**config.mk**
```make
export PLATFORM = sky130hd
export DESIGN_NAME = gpio_port_shared
export DESIGN_NICKNAME = d
export VERILOG_FILES = /design/src/rtl/gpio_port_pkg.sv /design/src/rtl/gpio_sync.sv /design/src/rtl/gpio_regfile.sv /design/src/rtl/gpio_pin_mux.sv /design/src/rtl/gpio_port_shared.sv
export SDC_FILE = /design/constraint.sdc
export NUM_CORES = 1
export LEC_CHECK = 0
export BUFFER_PORTS_ARGS = -buffer_cell sky130_fd_sc_hd__buf_2
export CORE_MARGIN = 5
export CORE_UTILIZATION = 45
export CTS_CLUSTER_DIAMETER = 120
export DETAILED_ROUTE_END_ITERATION = 8
export HOLD_SLACK_MARGIN = 0.02
export PLACE_DENSITY = 0.73
export SYNTH_ARGS = -nofsm -noshare
export SYNTH_HDL_FRONTEND = slang
export SYNTH_HIERARCHICAL = 1
export SYNTH_SLANG_ARGS = --single-unit
```
**constraint.sdc**
```tcl
create_clock -name clk -period 2 [get_ports clk]
set_clock_uncertainty 0.05 [all_clocks]
set_input_delay 0.1 -clock clk [delete_from_list [all_inputs] [get_ports clk]]
set_output_delay 0.1 -clock clk [all_outputs]
set_load 0.05 [all_outputs]
```
**src/rtl/gpio_port_pkg.sv**
```systemverilog
package gpio_port_pkg;
  localparam int MODE_W = 2;
  typedef enum logic [1:0] {
    SEL_NONE = 2'd0,
    SEL_MODE = 2'd1,
    SEL_DIR  = 2'd2,
    SEL_VAL  = 2'd3
  } reg_sel_e;
endpackage

```
**src/rtl/gpio_sync.sv**
```systemverilog
module gpio_sync #(
  parameter int WIDTH  = 15,
  parameter int STAGES = 2
) (
  input  logic             clk,
  input  logic             rst_n,
  input  logic [WIDTH-1:0] async_in,
  output logic [WIDTH-1:0] sync_out
);
  logic [WIDTH-1:0] stage_q [STAGES];

  for (genvar s = 0; s < STAGES; s++) begin : g_stage
    if (s == 0) begin : g_first
      always_ff @(posedge clk or negedge rst_n) begin
        if (!rst_n) stage_q[s] <= '0;
        else        stage_q[s] <= async_in;
      end
    end else begin : g_next
      always_ff @(posedge clk or negedge rst_n) begin
        if (!rst_n) stage_q[s] <= '0;
        else        stage_q[s] <= stage_q[s-1];
      end
    end
  end

  assign sync_out = stage_q[STAGES-1];
endmodule

```
**src/rtl/gpio_regfile.sv**
```systemverilog
module gpio_regfile
  import gpio_port_pkg::*;
#(
  parameter int          NUM_PINS  = 15,
  parameter int          ADDR_W    = 16,
  parameter int          DATA_W    = 16,
  parameter logic [15:0] MODE_ADDR = 16'hFFEC,
  parameter logic [15:0] DIR_ADDR  = 16'hFFED,
  parameter logic [15:0] VAL_ADDR  = 16'hFFEE
) (
  input  logic                clk,
  input  logic                rst_n,
  input  logic                bus_sel,
  input  logic                bus_wr,
  input  logic [ADDR_W-1:0]   bus_addr,
  input  logic [DATA_W-1:0]   bus_wdata,
  output logic [DATA_W-1:0]   bus_rdata,
  input  logic [NUM_PINS-1:0] pin_sync,
  output logic [MODE_W-1:0]   mode_q,
  output logic [NUM_PINS-1:0] dir_q,
  output logic [NUM_PINS-1:0] val_q
);
  reg_sel_e sel;
  logic     wr_en;
  logic     rd_en;
  logic [NUM_PINS-1:0] val_view;

  always_comb begin
    if (bus_addr == MODE_ADDR[ADDR_W-1:0])     sel = SEL_MODE;
    else if (bus_addr == DIR_ADDR[ADDR_W-1:0]) sel = SEL_DIR;
    else if (bus_addr == VAL_ADDR[ADDR_W-1:0]) sel = SEL_VAL;
    else                                       sel = SEL_NONE;
  end

  assign wr_en = bus_sel &  bus_wr;
  assign rd_en = bus_sel & ~bus_wr;

  always_ff @(posedge clk or negedge rst_n) begin
    if (!rst_n) begin
      mode_q <= '0;
      dir_q  <= '0;
      val_q  <= '0;
    end else if (wr_en) begin
      case (sel)
        SEL_MODE: mode_q <= bus_wdata[MODE_W-1:0];
        SEL_DIR:  dir_q  <= bus_wdata[NUM_PINS-1:0];
        SEL_VAL:  val_q  <= bus_wdata[NUM_PINS-1:0];
        default:  ;
      endcase
    end
  end

  assign val_view = (val_q & dir_q) | (pin_sync & ~dir_q);

  always_comb begin
    bus_rdata = '0;
    if (rd_en) begin
      case (sel)
        SEL_MODE: bus_rdata[MODE_W-1:0]   = mode_q;
        SEL_DIR:  bus_rdata[NUM_PINS-1:0] = dir_q;
        SEL_VAL:  bus_rdata[NUM_PINS-1:0] = val_view;
        default:  bus_rdata = '0;
      endcase
    end
  end
endmodule

```
**src/rtl/gpio_pin_mux.sv**
```systemverilog
module gpio_pin_mux
  import gpio_port_pkg::*;
#(
  parameter int NUM_PINS = 15
) (
  input  logic [MODE_W-1:0]   mode,
  input  logic [NUM_PINS-1:0] dir,
  input  logic [NUM_PINS-1:0] val,
  input  logic [NUM_PINS-1:0] alt_out,
  input  logic [NUM_PINS-1:0] alt_oe,
  output logic [NUM_PINS-1:0] pin_out,
  output logic [NUM_PINS-1:0] pin_oe
);
  logic gpio_mode;
  assign gpio_mode = (mode == '0);

  for (genvar i = 0; i < NUM_PINS; i++) begin : g_pin
    assign pin_out[i] = gpio_mode ? val[i] : alt_out[i];
    assign pin_oe[i]  = gpio_mode ? dir[i] : alt_oe[i];
  end
endmodule

```
**src/rtl/gpio_port_shared.sv**
```systemverilog
module gpio_port_shared
  import gpio_port_pkg::*;
#(
  parameter int          NUM_PINS    = 15,
  parameter int          ADDR_W      = 16,
  parameter int          DATA_W      = 16,
  parameter int          SYNC_STAGES = 2,
  parameter logic [15:0] MODE_ADDR   = 16'hFFEC,
  parameter logic [15:0] DIR_ADDR    = 16'hFFED,
  parameter logic [15:0] VAL_ADDR    = 16'hFFEE
) (
  input  logic                clk,
  input  logic                rst_n,
  input  logic                bus_sel,
  input  logic                bus_wr,
  input  logic [ADDR_W-1:0]   bus_addr,
  input  logic [DATA_W-1:0]   bus_wdata,
  output logic [DATA_W-1:0]   bus_rdata,
  input  logic [NUM_PINS-1:0] pin_in,
  output logic [NUM_PINS-1:0] pin_out,
  output logic [NUM_PINS-1:0] pin_oe,
  input  logic [NUM_PINS-1:0] alt_out,
  input  logic [NUM_PINS-1:0] alt_oe
);
  logic [NUM_PINS-1:0] pin_sync;
  logic [MODE_W-1:0]   mode_q;
  logic [NUM_PINS-1:0] dir_q;
  logic [NUM_PINS-1:0] val_q;

  gpio_sync #(
    .WIDTH (NUM_PINS),
    .STAGES(SYNC_STAGES)
  ) u_sync (
    .clk     (clk),
    .rst_n   (rst_n),
    .async_in(pin_in),
    .sync_out(pin_sync)
  );

  gpio_regfile #(
    .NUM_PINS (NUM_PINS),
    .ADDR_W   (ADDR_W),
    .DATA_W   (DATA_W),
    .MODE_ADDR(MODE_ADDR),
    .DIR_ADDR (DIR_ADDR),
    .VAL_ADDR (VAL_ADDR)
  ) u_regs (
    .clk      (clk),
    .rst_n    (rst_n),
    .bus_sel  (bus_sel),
    .bus_wr   (bus_wr),
    .bus_addr (bus_addr),
    .bus_wdata(bus_wdata),
    .bus_rdata(bus_rdata),
    .pin_sync (pin_sync),
    .mode_q   (mode_q),
    .dir_q    (dir_q),
    .val_q    (val_q)
  );

  gpio_pin_mux #(
    .NUM_PINS(NUM_PINS)
  ) u_mux (
    .mode   (mode_q),
    .dir    (dir_q),
    .val    (val_q),
    .alt_out(alt_out),
    .alt_oe (alt_oe),
    .pin_out(pin_out),
    .pin_oe (pin_oe)
  );
endmodule

```
==> qor.csv, run 1 <==
metric,value,unit
outcome,completed,
port-buffer-count,124,
cp-start-kind,input port,
drt_wl_total,7.52,mm
grt_max_degree,41,
ir_drop,0.000428,V
yosys_warnings,6,
ys_ff_latch,62,
antennaDiodeCount,0,
viasPerCell,5.06,
p_leak,2.16,nW
syn_area,3040,um^2
synth_most_common_cell,dfrtp_1,
clock-sinks,62,
vias,2354,
ys_top_cells_by_count,"dfrtp_1 (62), mux2_2 (40), mux2_4 (20)",
dieWidth,92.2,um
regToRegSetupSlack,1.12,ns
timing.hold.ws,0.235,ns
initialDrtViolationCount,94,
synth_ff_type,dfrtp_1,
dp_hpwl,5.13,mm
numCtsBuffers,9,
post_drt_wl_per_cell,16.2,um
cap_violations,0,
ys_types,28,
rows,30,
total_power,2.42,mW
worstSetupPathType,in -> out,
place.gp.congestion,0.781,
setup_tns,0,ns
grtUsageTotal,18.4,%
met1_usage,21.6,%
dpl.cell_count,421,
end_kind,primary output,
relSlewSlack,61.3,%
critPathRequiredTime,1.85,ns
hold_violations,0,
finalSetupViolCount,0,
fmax,517,MHz
arrival,1.79,ns
avgSynthCellArea,13.0,um^2
synth_seq_area_share,51.0,%
nNetsFinal,464,
multiInputGateArea,1310,um^2
r2r_end,u_regs/dir_q[0],
antenna_found_initial,0,
async_reset_ff_share,100,%
core-area,6680,um^2
firstDrtPassIters,4,
fillCellCount,537,
fin_util,62.7,%
worstMarginPinSlew,0.578,ns
first_global_vias,2499,
finalMaxSlewViolations,0,
final_layout_size_suffix_gt1_share,56.6,%
clock_latency,0.34,ns
fin_crit_sh,96.8,%
register_area,1550,um^2
initial_utilization,45.5,%
cp_max_fo,3,
cts_tree,yes,
h-tree-depth,3,
synthCells,233,
root_buffer,clkbuf_8,
fin_ws,0.0646,ns
grt_overflow,0,
die_h,92.2,um
grt_busiest_layer,met2,
clk_pin_slew,0.06,ns
cts_setup_buffers,0,
placed_area,3650,um^2
r2r_cells,1,
fin_cells,465,
grtUsageMet2,31.5,%
place_ws,-0.114,ns
design.die.area,8500,um^2
syn_nets,314,
clock_path_buffers,2,
fin_area,4190,um^2
met3_usage,4.51,%
grt_pass1_wl,12.2,mm
ant_nets,0,
yosys-top-cells-area,"dfrtp_1 (51%), mux2_2 (15%), mux2_4 (9.9%)",
worst_hold_path_type,in -> async,
io_pins,127,
drcViolationCount,0,
rsz0062_at_grt,false,
power_density,577,nW/um^2
synth-edff-count,0,
r2r-start,u_regs/dir_q[0],
synthToLayoutAreaGrowth,37.8,%
yosysTopAreaCell,dfrtp_1,
netlist.area_leader.share,51.0,%
period_minus_slack,1.94,ns
==> routing by layer <==
| layer | vias up | wire length (um) | part of all wire (%) |
|---|---|---|---|
| met5 | - | 0 | 0 |
| met4 | 0 | 157 | 2.1 |
| met3 | 16 | 516 | 6.9 |
| met2 | 85 | 3820 | 51 |
| met1 | 1134 | 3030 | 40 |
| li1 | 1119 | - | - |
==> worst max-delay path by stage <==
stage | to | from | depth (start not counted)
CTS | bus_rdata[13] | bus_addr[4] | 7
detailed placement | bus_rdata[6] | bus_addr[4] | 7
finish | bus_rdata[13] | bus_addr[4] | 7
global route | bus_rdata[11] | bus_addr[4] | 7
floorplan | bus_rdata[10] | bus_addr[4] | 5
global placement | bus_rdata[6] | bus_addr[4] | 7
==> kinds of logic (layout without fill, tap and decap cells) <==
family | Yosys count | count (layout) | share of synthesized area, %
xor gates and xnor gates | 1 | 1 | 0.288
AOI/OAI and AO/OA | 18 | 18 | 3.75
and+or+nand+nor | 60 | 60 | 11.8
buffers and inverters | 27 | 179 | 6.88
DFF | 62 | 62 | 51.0
other | 1 | 1 | 0.123
muxes | 64 | 64 | 26.1
==> where the power goes <==
part           internal [mW]  leakage, nW  switching [mW]  total [mW]
registers               1.29        0.797         0.00802        1.29
logic                  0.113         1.28          0.0868       0.199
clock network          0.491       0.0869           0.432       0.923
==> critical path, cell delays in order <==
cell      delay (ns)
buf_2           0.10
nand4b_4        0.16
or4_4           0.53
or3_4           0.36
buf_4           0.16
a31oi_2         0.19
buf_6           0.19
==> placed cells by master, fill, tap and decap left out, types with 3 or more instances in the layout <==
cell type	instances
nand3_1	15
mux2_2	40
dfrtp_1	62
nand3b_1	14
dlygate4sd3_1	31
buf_6	3
nand2_1	15
mux2_4	20
nor2b_1	4
buf_2	112
buf_4	17
a31oi_1	11
clkbuf_8	11
==> flip-flops by register name, indices dropped and copies added, names as in the netlist <==
signal / count
u_regs/mode_q: 2
u_regs/val_q: 15
u_sync/sync_out: 15
u_regs/dir_q: 15
u_sync/stage_q: 15
==> final cells by class <==
| cell class | count | area share [%] |
|---|---|---|
| clock inverter | 2 | 0.239 |
| clock buffer | 11 | 3.62 |
| sequential | 62 | 37.0 |
| timing repair buffer | 166 | 25.5 |
| multi-input combinational | 144 | 31.2 |
| tap | 80 | 2.39 |
==> what timing repair did <==
action / 4_1_cts / 5_1_grt
pin swaps: 1 / 0
endpoints found under the hold margin: 69 / 0
gates cloned: 0 / 0
gates resized for setup: 14 / 5
hold buffers: 31 / 0
endpoints found under the setup margin: 10 / 3
(Power assumes the default switching activity.)
==> run 2, diff against run 1 <==
--- a/config.mk
+++ b/config.mk
@@ -11,6 +11,7 @@
 export CTS_CLUSTER_DIAMETER = 120
 export DETAILED_ROUTE_END_ITERATION = 8
 export HOLD_SLACK_MARGIN = 0.02
+export MAX_ROUTING_LAYER = met4
 export PLACE_DENSITY = 0.73
 export SYNTH_ARGS = -nofsm -noshare
 export SYNTH_HDL_FRONTEND = slang
==> qor.csv, run 2 (synthesis gave the netlist of run 1 again) <==
metric,value,unit
viasPerCell,5.09,
relSlewSlack,61.4,%
critPathRequiredTime,1.85,ns
final_common_cell,buf_2,
crit_top_cell,buf_4,
cts_tree,yes,
fillCellCount,537,
cp_max_fo,3,
outcome,completed,
power_frac_comb,8.3,%
clock-sinks,62,
slowest_delay,0.53,ns
die_h,92.2,um
place_ws,-0.114,ns
cp_cell_sequence,buf_2 -> nand4b_4 -> or4_4 -> or3_4 -> buf_4 -> a31oi_1 -> buf_4,
swShare,21.8,%
core-area,6680,um^2
clock_path_buffers,2,
initial_utilization,45.5,%
clk_pin_slew,0.06,ns
vias,2368,
cap_violations,0,
dp_hpwl,5.13,mm
design.die.area,8500,um^2
period_minus_slack,1.96,ns
first_global_vias,2502,
firstDrtPassIters,4,
fin_ws,0.0402,ns
post_drt_wl_per_cell,16.2,um
rsz0062_at_grt,false,
worstSetupPathType,in -> out,
drt_wl_total,7.53,mm
antennaDiodeCount,0,
grtUsageTotal,19.0,%
port-buffer-count,124,
fin_area,4190,um^2
multiInputGateArea,1310,um^2
io_pins,127,
grt_overflow,0,
seq_power_share,53.5,%
rows,30,
antenna_found_initial,0,
grt_max_degree,41,
finalMaxSlewViolations,0,
dieWidth,92.2,um
cts_setup_buffers,0,
p_sw,0.528,mW
fin_crit_sh,98.0,%
register_area,1550,um^2
clockPowerShare,38.2,%
arrival,1.81,ns
finalSetupViolCount,0,
worst_hold_path_type,in -> async,
place.gp.congestion,0.792,
drcViolationCount,0,
numCtsBuffers,9,
end_kind,primary output,
initialDrtViolationCount,102,
power_density,577,nW/um^2
root_buffer,clkbuf_8,
worstMarginPinSlew,0.576,ns
grt_pass1_wl,12.2,mm
clock_latency,0.33,ns
ant_nets,0,
final_layout_size_suffix_gt1_share,56.6,%
hold_violations,0,
nNetsFinal,464,
synthToLayoutAreaGrowth,37.8,%
cp_num_buf_inv,3,
total_power,2.42,mW
fmax,510,MHz
p_int,1.89,mW
cp_slowest_cell,or4_4,
cp-start-kind,input port,
placed_area,3650,um^2
path_delay_family,simple AND/OR/NAND/NOR gates,
ir_drop,0.000428,V
h-tree-depth,3,
p_leak,2.16,nW
most-common-layout-cells,"buf_2 (112), dfrtp_1 (62), mux2_2 (40)",
timing.hold.ws,0.235,ns
## run 2: cell counts in the layout (fill, tap and decap cells not counted)
No cell type changed its count.
## run 2: final timing paths
check                                        start                   to  slack, ns  depth (start not counted)
max in group asynchronous                    rst_n   u_sync/stage_q[29]       1.06                          3
worst max register to register     u_regs/dir_q[0]      u_regs/dir_q[0]       1.12                          1
worst min register to register  u_sync/stage_q[29]  u_sync/sync_out[14]       0.30                          0
worst max-delay path                   bus_addr[4]         bus_rdata[4]       0.04                          7
min in group clk                       bus_addr[0]     u_regs/mode_q[0]       0.27                          4
worst min-delay path                         rst_n      u_regs/val_q[3]       0.23                          2
## run 2: stage by stage
| stage | cells | util (%) | setup TNS [ns] |
|---|---|---|---|
| after floorplan | 233 | - | -3.14 |
| after global placement | 421 | 54.7 | -0.392 |
| after detailed placement | 421 | 54.7 | -0.657 |
| after CTS | 465 | 62.4 | 0 |
| after global routing | 465 | 62.7 | 0 |
| final | 465 | 62.7 | 0 |
## run 2: cell type report
type | instances | share of cell area (%)
Sequential cell | 62 | 37.0
Multi-Input combinational cell | 144 | 31.2
Timing Repair Buffer | 166 | 25.5
Clock buffer | 11 | 3.62
Tap cell | 80 | 2.39
Clock inverter | 2 | 0.239
## run 2: layer usage
metal	vias up	share of wire, %	GRT usage [%]
met5	-	0	-
met4	0	2.0	8.91
met3	14	6.7	3.94
met2	90	51	31.4
met1	1143	41	22.1
li1	1121	-	-
## run 2: power groups by stage
stage	sequential [mW]	combinational, mW	clock [mW]
2_1_floorplan	1.31	0.0553	0
6_report	1.29	0.199	0.924
3_3_place_gp	1.31	0.148	0
4_1_cts	1.29	0.200	0.952
3_5_place_dp	1.32	0.152	0
5_1_grt	1.30	0.223	1.01
## run 2: what timing repair did
item	in CTS	in global routing
setup endpoints to repair	10	3
gates resized for setup	14	5
pin swaps	1	0
hold endpoints to repair	69	0
hold buffers	31	0
==> run 3, diff against run 2 <==
--- a/config.mk
+++ b/config.mk
@@ -5,14 +5,16 @@
 export SDC_FILE = /design/constraint.sdc
 export NUM_CORES = 1
 export LEC_CHECK = 0
+export ABC_AREA = 1
 export BUFFER_PORTS_ARGS = -buffer_cell sky130_fd_sc_hd__buf_2
 export CORE_MARGIN = 5
 export CORE_UTILIZATION = 45
 export CTS_CLUSTER_DIAMETER = 120
 export DETAILED_ROUTE_END_ITERATION = 8
-export HOLD_SLACK_MARGIN = 0.02
+export HOLD_SLACK_MARGIN = 0.03
 export MAX_ROUTING_LAYER = met4
-export PLACE_DENSITY = 0.73
+export PLACE_DENSITY = 0.72
+export SKIP_LAST_GASP = 1
 export SYNTH_ARGS = -nofsm -noshare
 export SYNTH_HDL_FRONTEND = slang
 export SYNTH_HIERARCHICAL = 1
==> qor.csv, run 3 <==
metric,value,unit
dp_hpwl,5.81,mm
end_kind,primary output,
outcome,completed,
ys_types,23,
fin_ws,0.164,ns
worstMarginPinSlew,0.775,ns
synth_ff_type,dfrtp_1,
antenna_found_initial,0,
hold_violations,0,
crit_top_cell,nand2_1,
grt_max_degree,63,
cap_violations,0,
relSlewSlack,48.4,%
hold_start,bus_addr[1],
fin_area,4340,um^2
final_common_cell,nand2_1,
cp-start-kind,flip-flop,
die_h,95.2,um
holdPathStages,4,
synthCells,386,
grtUsageTotal,19.4,%
io_pins,127,
avgSynthCellArea,8.46,um^2
ir_drop,0.000524,V
viasPerCell,4.64,
syn_area,3260,um^2
cts_tree,yes,
netlist.area_leader.share,47.5,%
critPathRequiredTime,1.85,ns
yosysTopAreaCell,dfrtp_1,
design.die.area,9060,um^2
placed_area,3800,um^2
synth_seq_area_share,47.5,%
r2r_end,u_regs/mode_q[0],
r2r_cells,3,
first_global_vias,2860,
nNetsFinal,607,
grt_overflow,0,
clock-sinks,62,
synth-edff-count,0,
drt_wl_total,8.30,mm
rows,31,
port-buffer-count,124,
setup_tns,0,ns
power_density,636,nW/um^2
drcViolationCount,0,
firstDrtPassIters,4,
h-tree-depth,3,
grt_pass1_wl,13.0,mm
clock_path_buffers,2,
dieWidth,95.2,um
ys_top_cells_by_count,"nand2_1 (138), dfrtp_1 (62), o21ai_0 (35)",
yosys_warnings,6,
initial_utilization,45.5,%
numCtsBuffers,9,
period_minus_slack,1.84,ns
clk_pin_slew,0.07,ns
root_buffer,clkbuf_8,
fmax,545,MHz
cp_num_buf_inv,2,
place_ws,0.271,ns
r2r-start,u_regs/mode_q[0],
yosys-top-cells-area,"dfrtp_1 (48%), nand2_1 (16%), o21ai_2 (7.0%)",
min_to,u_regs/mode_q[1],
ys_ff_latch,62,
cp_slowest_cell,dfrtp_1,
rsz0062_at_grt,false,
clock_latency,0.33,ns
async_reset_ff_share,100,%
slowest_delay,0.51,ns
worst_hold_path_type,in -> reg,
vias,2923,
total_power,2.76,mW
synthToLayoutAreaGrowth,33.0,%
core-area,7180,um^2
initialDrtViolationCount,158,
place.gp.congestion,0.825,
ant_nets,0,
finalMaxSlewViolations,0,
syn_nets,467,
fin_crit_sh,91.8,%
synth_most_common_cell,nand2_1,
regToRegSetupSlack,0.85,ns
cp_cell_sequence,nor2_2 -> buf_4 -> nand2_1 -> nand2_1 -> buf_2,
timing.hold.ws,0.188,ns
most-common-layout-cells,"nand2_1 (138), buf_2 (124), dfrtp_1 (61)",
path_delay_family,flip-flops,
p_leak,2.34,nW
final_layout_size_suffix_gt1_share,36.9,%
worstSetupPathType,reg -> out,
cp_max_fo,20,
finalSetupViolCount,0,
arrival,1.69,ns
post_drt_wl_per_cell,13.2,um
antennaDiodeCount,0,
==> run 3: cell types whose count changed in the layout (fill, tap and decap cells not counted), sizes merged, moves of 3 or more <==
cell / previous run / this run
nor2: 3 / 12
a21oi: 2 / 13
nand3: 15 / 6
nand3b: 14 / 0
nand4: 1 / 4
mux2: 62 / 12
nand2: 17 / 141
nor2b: 4 / 0
a31oi: 13 / 0
inv: 0 / 35
o21ai: 0 / 65
a211oi: 3 / 0
==> run 3: layout make-up <==
| cell class | count | area (um^2) |
|---|---|---|
| well taps | 99 | 124 |
| clock buffers | 11 | 151 |
| multi-input cells | 256 | 1320 |
| clock inverters | 5 | 81.3 |
| inverters | 35 | 131 |
| repair buffers | 162 | 983 |
| flip-flops and latches | 62 | 1550 |
| fillers | 643 | 2830 |
==> run 3: repair_timing <==
item / in CTS / in global routing
gates resized for setup: 0 / 1
hold buffers: 31 / 0
endpoints found under the hold margin: 109 / 0
setup endpoints to repair: 0 / 12
buffers inserted: 0 / 0
==> run 3: worst reg2reg max path, delay by kind of cell (launching register included) <==
family | cells | cell delay, ns
buffers and inverters | 1 | 0.32
and+or+nand+nor | 1 | 0.08
DFF | 1 | 0.56
AOI/OAI and AO/OA | 1 | 0.07
==> run 3: cells by family after synthesis <==
family / after synthesis / share of synthesized area, %
buffers and inverters: 68 / 12.1
other: 1 / 0.115
flip-flops: 62 / 47.5
AND/OR/NAND/NOR: 165 / 21.2
AO/OA/AOI/OAI: 78 / 14.9
multiplexers: 12 / 4.14
==> run 3: how the worst max path moves through the flow <==
| stage | startpoint | endpoint | slack (ns) | cells past startpoint |
|---|---|---|---|---|
| finish | u_regs/mode_q[0] | pin_oe[4] | 0.16 | 5 |
| global placement | bus_addr[11] | bus_rdata[5] | 0.30 | 10 |
| global route | u_regs/mode_q[0] | pin_oe[8] | 0.01 | 5 |
| CTS | u_regs/mode_q[1] | pin_oe[8] | 0.09 | 5 |
| floorplan | bus_addr[11] | bus_rdata[10] | 0.27 | 7 |
| detailed placement | bus_addr[11] | u_regs/val_q[3] | 0.27 | 8 |
==> run 3: stage by stage <==
step / util, % / instances
finish: 60.5 / 630
global route: 60.5 / 630
CTS: 60.5 / 630
detailed placement: 52.9 / 583
global placement: 52.9 / 583
floorplan: - / 386
==> run 3: power by group <==
group | internal (mW) | total [mW] | switching (mW)
sequential | 1.28 | 1.29 | 0.00851
clock | 0.770 | 1.26 | 0.494
combinational | 0.113 | 0.206 | 0.0930
total | 2.17 | 2.76 | 0.595
==> run 3: per-layer routing <==
metal | global-route usage [%] | up-vias | share of wire, %
li1 | - | 1486 | -
met1 | 23.2 | 1339 | 42
met2 | 31.5 | 89 | 50
met3 | 3.39 | 9 | 7.3
met4 | 9.86 | 0 | 1.2
met5 | - | - | 0
